**config.mk**
```make
export PLATFORM = sky130hd
export DESIGN_NAME = frame_skew_monitor
export DESIGN_NICKNAME = d
export VERILOG_FILES = /design/src/rtl/skewmon_pkg.sv /design/src/rtl/skewmon_arrivals.sv /design/src/rtl/skewmon_timer.sv /design/src/rtl/skewmon_report.sv /design/src/rtl/frame_skew_monitor.sv
export SDC_FILE = /design/constraint.sdc
export NUM_CORES = 1
export LEC_CHECK = 0
export ABC_AREA = 0
export BUFFER_PORTS_ARGS = -buffer_cell sky130_fd_sc_hd__buf_2
export CAP_MARGIN = 0
export CORE_AREA = 2 2 59 61
export CTS_CLUSTER_SIZE = 10
export DETAILED_ROUTE_END_ITERATION = 8
export DIE_AREA = 0 0 61 63
export GPL_ROUTABILITY_DRIVEN = 0
export PLACE_DENSITY = 0.6
export SLEW_MARGIN = 40
export SYNTH_ARGS = -nofsm -noshare
export SYNTH_HDL_FRONTEND = slang
export SYNTH_SLANG_ARGS = --single-unit
```
**constraint.sdc**
```tcl
create_clock -name clk -period 1.9 [get_ports clk]
set_input_delay 0.38 -clock clk [delete_from_list [all_inputs] [get_ports clk]]
set_output_delay 0.38 -clock clk [all_outputs]
set_load 0.01 [all_outputs]
```
**src/rtl/skewmon_pkg.sv**
```systemverilog
package skewmon_pkg;
  localparam int unsigned SKEW_W = 8;

  function automatic logic [SKEW_W-1:0] sat_skew(input logic [31:0] v);
    if (v > 32'((1 << SKEW_W) - 1)) return '1;
    return v[SKEW_W-1:0];
  endfunction
endpackage

```
**src/rtl/skewmon_arrivals.sv**
```systemverilog
module skewmon_arrivals #(
  parameter int unsigned NCH = 8
) (
  input  logic           clk,
  input  logic           rst_n,
  input  logic [NCH-1:0] chan_en,
  input  logic [NCH-1:0] frame_start,
  input  logic           flush,
  output logic [NCH-1:0] hits,
  output logic           any_hit,
  output logic           all_in
);
  logic [NCH-1:0] seen_nx;

  for (genvar g = 0; g < NCH; g++) begin : g_ch
    logic seen_q;
    assign hits[g]    = frame_start[g] & chan_en[g];
    assign seen_nx[g] = seen_q | hits[g];
    always_ff @(posedge clk) begin
      if (!rst_n || flush) seen_q <= 1'b0;
      else                 seen_q <= seen_nx[g];
    end
  end

  assign any_hit = |hits;
  // complete when every enabled lane has now been seen
  assign all_in  = (chan_en != '0) && ((seen_nx & chan_en) == chan_en);
endmodule

```
**src/rtl/skewmon_timer.sv**
```systemverilog
module skewmon_timer #(
  parameter int unsigned LIMIT = 18,
  parameter int unsigned MW    = 5
) (
  input  logic          clk,
  input  logic          rst_n,
  input  logic          start,
  input  logic          stop,
  output logic          active,
  output logic [MW-1:0] elapsed,
  output logic          timed_out
);
  always_ff @(posedge clk) begin
    if (!rst_n) begin
      active  <= 1'b0;
      elapsed <= '0;
    end else if (start) begin
      active  <= 1'b1;
      elapsed <= MW'(1);
    end else if (stop) begin
      active  <= 1'b0;
      elapsed <= '0;
    end else if (active) begin
      elapsed <= elapsed + MW'(1);
    end
  end

  assign timed_out = active && (elapsed >= MW'(LIMIT));
endmodule

```
**src/rtl/skewmon_report.sv**
```systemverilog
module skewmon_report
  import skewmon_pkg::*;
(
  input  logic              clk,
  input  logic              rst_n,
  input  logic              close,
  input  logic [SKEW_W-1:0] measured,
  input  logic              violation,
  input  logic              alarm_clr,
  output logic              alarm,
  output logic [SKEW_W-1:0] skew,
  output logic              skew_valid
);
  always_ff @(posedge clk) begin
    if (!rst_n) begin
      alarm      <= 1'b0;
      skew       <= '0;
      skew_valid <= 1'b0;
    end else begin
      skew_valid <= close;
      if (close) skew <= measured;
      // a new violation wins over a simultaneous clear
      alarm <= (alarm & ~alarm_clr) | (close & violation);
    end
  end
endmodule

```
**src/rtl/frame_skew_monitor.sv**
```systemverilog
module frame_skew_monitor
  import skewmon_pkg::*;
#(
  parameter int unsigned NCH   = 8,
  parameter int unsigned LIMIT = 18
) (
  input  logic              clk,
  input  logic              rst_n,
  input  logic [NCH-1:0]    chan_en,
  input  logic [NCH-1:0]    frame_start,
  input  logic              alarm_clr,
  output logic              alarm,
  output logic [SKEW_W-1:0] skew,
  output logic              skew_valid
);
  localparam int unsigned MW = $clog2(LIMIT + 2);

  logic [NCH-1:0] hits;
  logic           any_hit, all_in;
  logic           active, timed_out;
  logic [MW-1:0]  elapsed;
  logic           open_now, close_now, abort_now;
  logic [MW-1:0]  measured;
  logic           violation;

  assign open_now  = !active && any_hit;
  assign abort_now = active && (chan_en == '0);

  always_comb begin
    close_now = 1'b0;
    measured  = '0;
    if (open_now && all_in) begin
      close_now = 1'b1;
    end else if (active && all_in) begin
      close_now = 1'b1;
      measured  = elapsed;
    end else if (timed_out && !abort_now) begin
      close_now = 1'b1;
      measured  = MW'(LIMIT + 1);
    end
  end

  assign violation = measured > MW'(LIMIT);

  skewmon_arrivals #(.NCH(NCH)) u_arr (
    .clk(clk), .rst_n(rst_n), .chan_en(chan_en), .frame_start(frame_start),
    .flush(close_now | abort_now), .hits(hits), .any_hit(any_hit), .all_in(all_in)
  );

  skewmon_timer #(.LIMIT(LIMIT), .MW(MW)) u_tmr (
    .clk(clk), .rst_n(rst_n), .start(open_now & ~all_in),
    .stop(close_now | abort_now), .active(active), .elapsed(elapsed),
    .timed_out(timed_out)
  );

  skewmon_report u_rep (
    .clk(clk), .rst_n(rst_n), .close(close_now),
    .measured(sat_skew(32'(measured))), .violation(violation),
    .alarm_clr(alarm_clr), .alarm(alarm), .skew(skew), .skew_valid(skew_valid)
  );
endmodule

```
Word-level counts from Yosys, hierarchy flattened
Cells that the tools add are included.
Storage, ports and cells
  register bits after elaboration: 21
  bits in latches: 0
  memory bits (writable): 0
  memory bits (read-only): 0
  input port bits: 19
  output and inout bits: 10
  word-level logic and storage cells: 71
  memories: 0
Operators by class
  $add $sub $neg: 1
  $mul: 0
  div/mod/pow operators: 0
  $lt $le $gt $ge: 2
  eq/ne operators: 1
  shifts and indexed selects: 0
  multiplexer cells: 11
  bitwise gates (word level): 25
  reduce and logical (&&, ||, !) cells: 17
Operator list (count)
  5-bit 2-to-1 mux: 3
  1-bit bitwise AND: 11
  1-bit OR: 10
  8-bit bitwise AND: 1
  8-bit == test: 1
  8-bit zero test: 1
  1-bit 2-to-1 mux: 8
  8-bit nonzero test: 1
  8-bit OR reduction: 1
  1-bit logical AND: 7
  5-bit by 1-bit adder with 5-bit output, second input constant: 1
  5-bit >= comparator, second input constant: 1
  5-bit > comparator, second input constant: 1
  1-bit zero test: 3
  1-bit NOT: 3
  3-bit nonzero test: 1
  3-bit OR reduction: 1
  2-bit nonzero test: 1
  1-bit logical OR: 1

Logic depth before layout (Yosys ltp)
  depth after elaboration: 11
  gate-level depth with buffers: 7
  depth with buffers taken out: 7

Cells and area by module
From an unflattened synthesis, not the netlist that was laid out.
Unflattened totals
  cells, all modules: 142
  area total of the unflattened synthesis: 1311.3 sq um
Modules (own cells, without submodules)
  skewmon_arrivals: times used 1, cells an instance 51, area each 401.6 sq um, sequential area each 160.2 sq um
  skewmon_report: times used 1, cells an instance 31, area each 366.6 sq um, sequential area each 200.2 sq um
  skewmon_timer: times used 1, cells an instance 33, area each 331.6 sq um, sequential area each 120.1 sq um
  frame_skew_monitor: times used 1, cells an instance 27, area each 211.5 sq um, sequential area each 0.0 sq um

Worst setup path after synthesis
No wires, ideal clock.
  path kind: register -> register
  from: register u_tmr.elapsed[0]
  to: register u_tmr.elapsed[1]
  data arrival time: 1757 ps
  slack: 39 ps
  stages on the path, launching flop included: 8
  cell sequence: dfxtp_1 > inv_1 > ha_1 > or4_1 > nand3_2 > nor3b_2 > a21boi_2 > a2111oi_2
Between the ends
  longest elaborated chain between the ends: 8
Ends and longest elaborated chain
  from (decl): line skewmon_timer.sv:10  | output logic [MW-1:0] elapsed,
  from (signal assigned): line skewmon_timer.sv:24  | elapsed <= elapsed + MW'(1);
  5-bit >= comparator: line skewmon_timer.sv:28  | assign timed_out = active && (elapsed >= MW'(LIMIT));
  1-bit logical AND: line skewmon_timer.sv:28
  1-bit logical AND: line frame_skew_monitor.sv:37  | end else if (timed_out && !abort_now) begin
  1-bit 2-to-1 mux: line frame_skew_monitor.sv:37
  1-bit 2-to-1 mux: line frame_skew_monitor.sv:34  | end else if (active && all_in) begin
  1-bit 2-to-1 mux: line frame_skew_monitor.sv:32  | if (open_now && all_in) begin
  1-bit OR: line frame_skew_monitor.sv:52  | .stop(close_now | abort_now), .active(active), .elapsed(elapsed),
  3-bit OR reduction (no line)
Several ways; a longest one is shown, not always the timed one.
A chain may end at the register's enable or synchronous reset.

Final worst setup path
Same ends and word-level chain as after synthesis.

==> flow_results.org <==
** Worst setup path
- Slowest cell on the critical path :: sky130_fd_sc_hd__or4_4
- CP required :: 2.10 ns
- Buf+Inv Stages, Crit Path :: 1
- By startpoint and endpoint, the worst setup path is classified as register to register.
- In this design, the stage delay of the slowest critical-path cell is roughly 0.42 ns.
- Worst-path maximum fanout :: 4
- Data on the critical path arrives at its endpoint at 2.03 ns.
- Endpoint type of the worst setup path :: register
- Category of cells accounting for the largest share of critical-path delay :: simple AND/OR/NAND/NOR gates
- Ordered list of cells on the worst path :: inv_1 -> ha_1 -> or4_4 -> nand3_2 -> nor3b_4 -> a21boi_2 -> a2111oi_2
- Startpoint type of the worst setup path :: register

** Detailed routing
- The routed layout has 1,029 vias.
- In this run, the number of DRC markers left after iteration 0 of detailed routing was 55.
- Post-detailed-route count of antenna-violating nets :: 0
- The pre-antenna-repair detailed-routing pass consisted of 4 iterations.
- Final wirelength :: 2570 µm
- Via density per instance :: ~4.9
- Remaining routing DRC violations :: 0
- Post-DR wirelength/cell :: 12.3 µm

** Cells and area
- Of the cells placed in the final design, the portion with a size suffix greater than 1 is 0.423.
- Number of filler cells placed in the layout :: 336
- Highest-count cells in the layout ignoring fill and taps :: 25 x sky130_fd_sc_hd__buf_2, 23 x sky130_fd_sc_hd__buf_4, 18 x sky130_fd_sc_hd__dfxtp_1, 14 x sky130_fd_sc_hd__nor2_1, 11 x sky130_fd_sc_hd__a21oi_1
- Relative to the synthesized area, the layout overhead comes to 36.0%.
- Antenna diodes :: 0
- The library cell used most frequently in the layout, excluding fill and tap cells, is sky130_fd_sc_hd__buf_2.
- Area of the multi-input gates :: 644 µm²
- The sequential cells in the finished layout cover a total of 424 µm².
- The final layout contains 185 nets.

** Die
- Die Footprint :: 0.00384 mm²
- The region available for standard cell placement spans 0.00323 mm².
- Top-level I/O count :: 29
- The floorplan step set the die height to 63 µm.
- The initial utilization of the core area, before any placement, comes to 0.333.
- Floorplan die width :: ~61 µm
- Floorplan row count :: 21

** Power and ir drop
- Switching share of power :: 0.289
- Of the total power, the clock network draws 0.231.
- Cell internal power was estimated by the tool at 0.656 mW.
- Total power density per cell area :: 632 mW/mm²
- Net switching component of the power :: approximately 0.27 mW
- Total power for the finished layout comes to 0.924 mW.
- Standby leakage power :: ~0.66 nW
- The share of total power dissipated in sequential elements is 0.523.
- Worst ir drop on vdd :: 0.000300 V
- Proportion of power drawn by combinational gates :: 0.246

** Timing
- Time the worst path needs with I/O delays and setup :: roughly 1.8 ns
- Static timing analysis puts the maximum clock frequency at 548 MHz.
- Setup violations remaining at the end of the flow were counted as 0.
- Total negative setup slack :: 0 ns
- Hold is met by 0.327 ns.
- Post-route fraction of the period consumed by the critical path :: 0.961
- Number of max-slew violations in the final report :: 0
- PnR worst setup slack :: 0.0748 ns
- For the final database, setup skew stands at 0.00501 ns.
- The number of hold-slack violations in the final timing report was 0.

** Yosys
- Of the total synthesized cell area, the portion taken by AND, OR, NAND and NOR gates is 0.300.
- Of the total synthesized cell area, the portion taken by full adders, half adders and majority gates is 0.0233.
- Flops & latches, synth :: 21
- Post-synthesis area per instance :: between 9 and 10 µm²
- The portion of synthesized area spent on multiplexers is 0.
- Portion of the post-synthesis area used by sequential elements :: 0.391
- For this run, the number of Yosys warnings is 0.
- Count of different cell masters after synthesis :: 38
- By area, the combinational part of the netlist is dominated by simple AND/OR/NAND/NOR gates.
- Synthesized-area fraction occupied by ao, oa, aoi and oai cells :: 0.222
- The cell count after synthesis came out at 113.
- Summed instance area of the synthesized netlist :: 0.00107 mm²
- Of the total synthesized cell area, the portion taken by XOR and XNOR cells is 0.0244.

** Job
- Across the run, the number of max-cap violations was 0.

** Global routing
- The first global-routing pass estimated 4310 µm of wire.
- The number of antenna violations at the first check in global routing was 0.
- In the global route stage, overall resource usage came out at 0.144.
- The total overflow left after global routing is 0.
- The number of global-route vias before repair was 985.
- Maximum number of pins on one net before global-route repair :: 12

** CTS
- Clock tree buffer depth :: 2
- Clock tree from TritonCTS :: yes
- Number of clock sinks :: 21
- Counting the buffers created by CTS gives 3.
- Clk pin slew, worst setup/hold paths :: roughly 0.11 ns
- CTS built an H-tree with a depth of 1.
- Buffers inserted to repair hold after CTS numbered 0.
- Root Driver :: sky130_fd_sc_hd__clkbuf_4
- The later pin in the worst-skew pair is clocked with a latency of 0.30 ns.

** Placement
- Once detailed placement completed, the half-perimeter wirelength came to 2080 µm.
- Input and output buffers added on the ports amount to 25.
- Before CTS, the worst setup slack after placement is -0.156 ns.

** Status
- Result of the run :: finished clean

** Worst hold path
- HP Class :: input port to register
kinds of logic (layout without fill, tap and decap cells):
logic type | count (synthesis) | count (layout)
AO/OA/AOI/OAI | 29 | 29
other | 1 | 3
XOR/XNOR | 3 | 3
AND/OR/NAND/NOR | 50 | 50
buffers and inverters | 7 | 55
adder cells (fa/ha/maj) | 2 | 2
flip-flops | 21 | 21
per-layer routing:
layer | wire length [µm] | global-route usage | vias to the layer above | share of wire
met5 | 0 | 0 | - | 0
met4 | 0 | 0.0326 | 0 | 0
met3 | 134 | 0.0476 | 0 | 0.052
met2 | 1290 | 0.237 | 29 | 0.50
met1 | 1140 | 0.180 | 473 | 0.44
li1 | - | - | 527 | -
state kept, by name (all words and copies together), names as in the netlist:
signal and cells:
u_rep.skew 5, u_arr.g_ch.seen_q 8, u_tmr.elapsed 5, u_rep.skew_valid 1, u_tmr.active 1, u_rep.alarm 1
cell usage after synthesis, drive strengths merged:
master,n,area [µm²]
a2111oi,2,42.5
a211o,3,26.3
a21boi,1,11.3
a21oi,12,63.8
a221o,4,41.3
a22o,2,17.5
a22oi,1,7.51
a311o,1,10.0
and3,1,6.26
and4,1,8.76
buf,3,22.5
clkbuf,1,3.75
clkinv,1,3.75
conb,1,3.75
dfxtp,21,420
ha,2,25.0
inv,2,7.51
nand2,7,26.3
nand3,3,20.0
nand4,4,25.0
nor2,16,76.3
nor3,5,36.3
nor3b,8,65.1
nor4b,1,15.0
o21ai,2,10.0
o41ai,1,8.76
or4,3,30.0
or4b,1,13.8
xor2,3,26.3
cell type report:
type / instances / area share
sequential: 21 / 0.290
clock buffer: 4 / 0.0180
tap: 46 / 0.0394
multi-input combinational: 87 / 0.441
inverter: 3 / 0.00771
timing repair buffer: 48 / 0.204
power groups by stage:
stage / logic (mW) / clock network [mW] / registers (mW)
6_report: 0.227 / 0.213 / 0.483
3_3_place_gp: 0.211 / 0 / 0.491
3_5_place_dp: 0.216 / 0 / 0.492
4_1_cts: 0.217 / 0.227 / 0.482
5_1_grt: 0.251 / 0.249 / 0.486
2_1_floorplan: 0.124 / 0 / 0.488
final timing paths:
kind / cells after the start / slack, ns / startpoint / endpoint
max: 7 / 0.07 / u_tmr.elapsed[0] / u_tmr.elapsed[1]
max reg2reg: 7 / 0.07 / u_tmr.elapsed[0] / u_tmr.elapsed[1]
min reg2reg: 1 / 0.48 / u_rep.skew[2] / u_rep.skew[2]
min: 3 / 0.33 / frame_start[1] / u_arr.g_ch[1].seen_q
tightest hold or removal path, delay by kind of cell:
family | cells | cell delay (ns)
buffers and inverters | 1 | 0.10
and+or+nand+nor | 1 | 0.07
AOI/OAI and AO/OA | 1 | 0.05
through the flow:
step                      instance area (µm²)   util  cells
final                                    1460  0.452    209
after floorplan                          1080      -    115
after global routing                     1460  0.452    209
after detailed placement                 1400  0.434    204
after global placement                   1400  0.434    204
after CTS                                1430  0.443    208
what timing repair did:
| action | 4_1_cts | 5_1_grt |
|---|---|---|
| buffers inserted | 0 | 1 |
| endpoints found under the setup margin | 0 | 15 |
| gates resized for setup | 0 | 8 |
No activity file was read; power rests on OpenSTA's default activity.
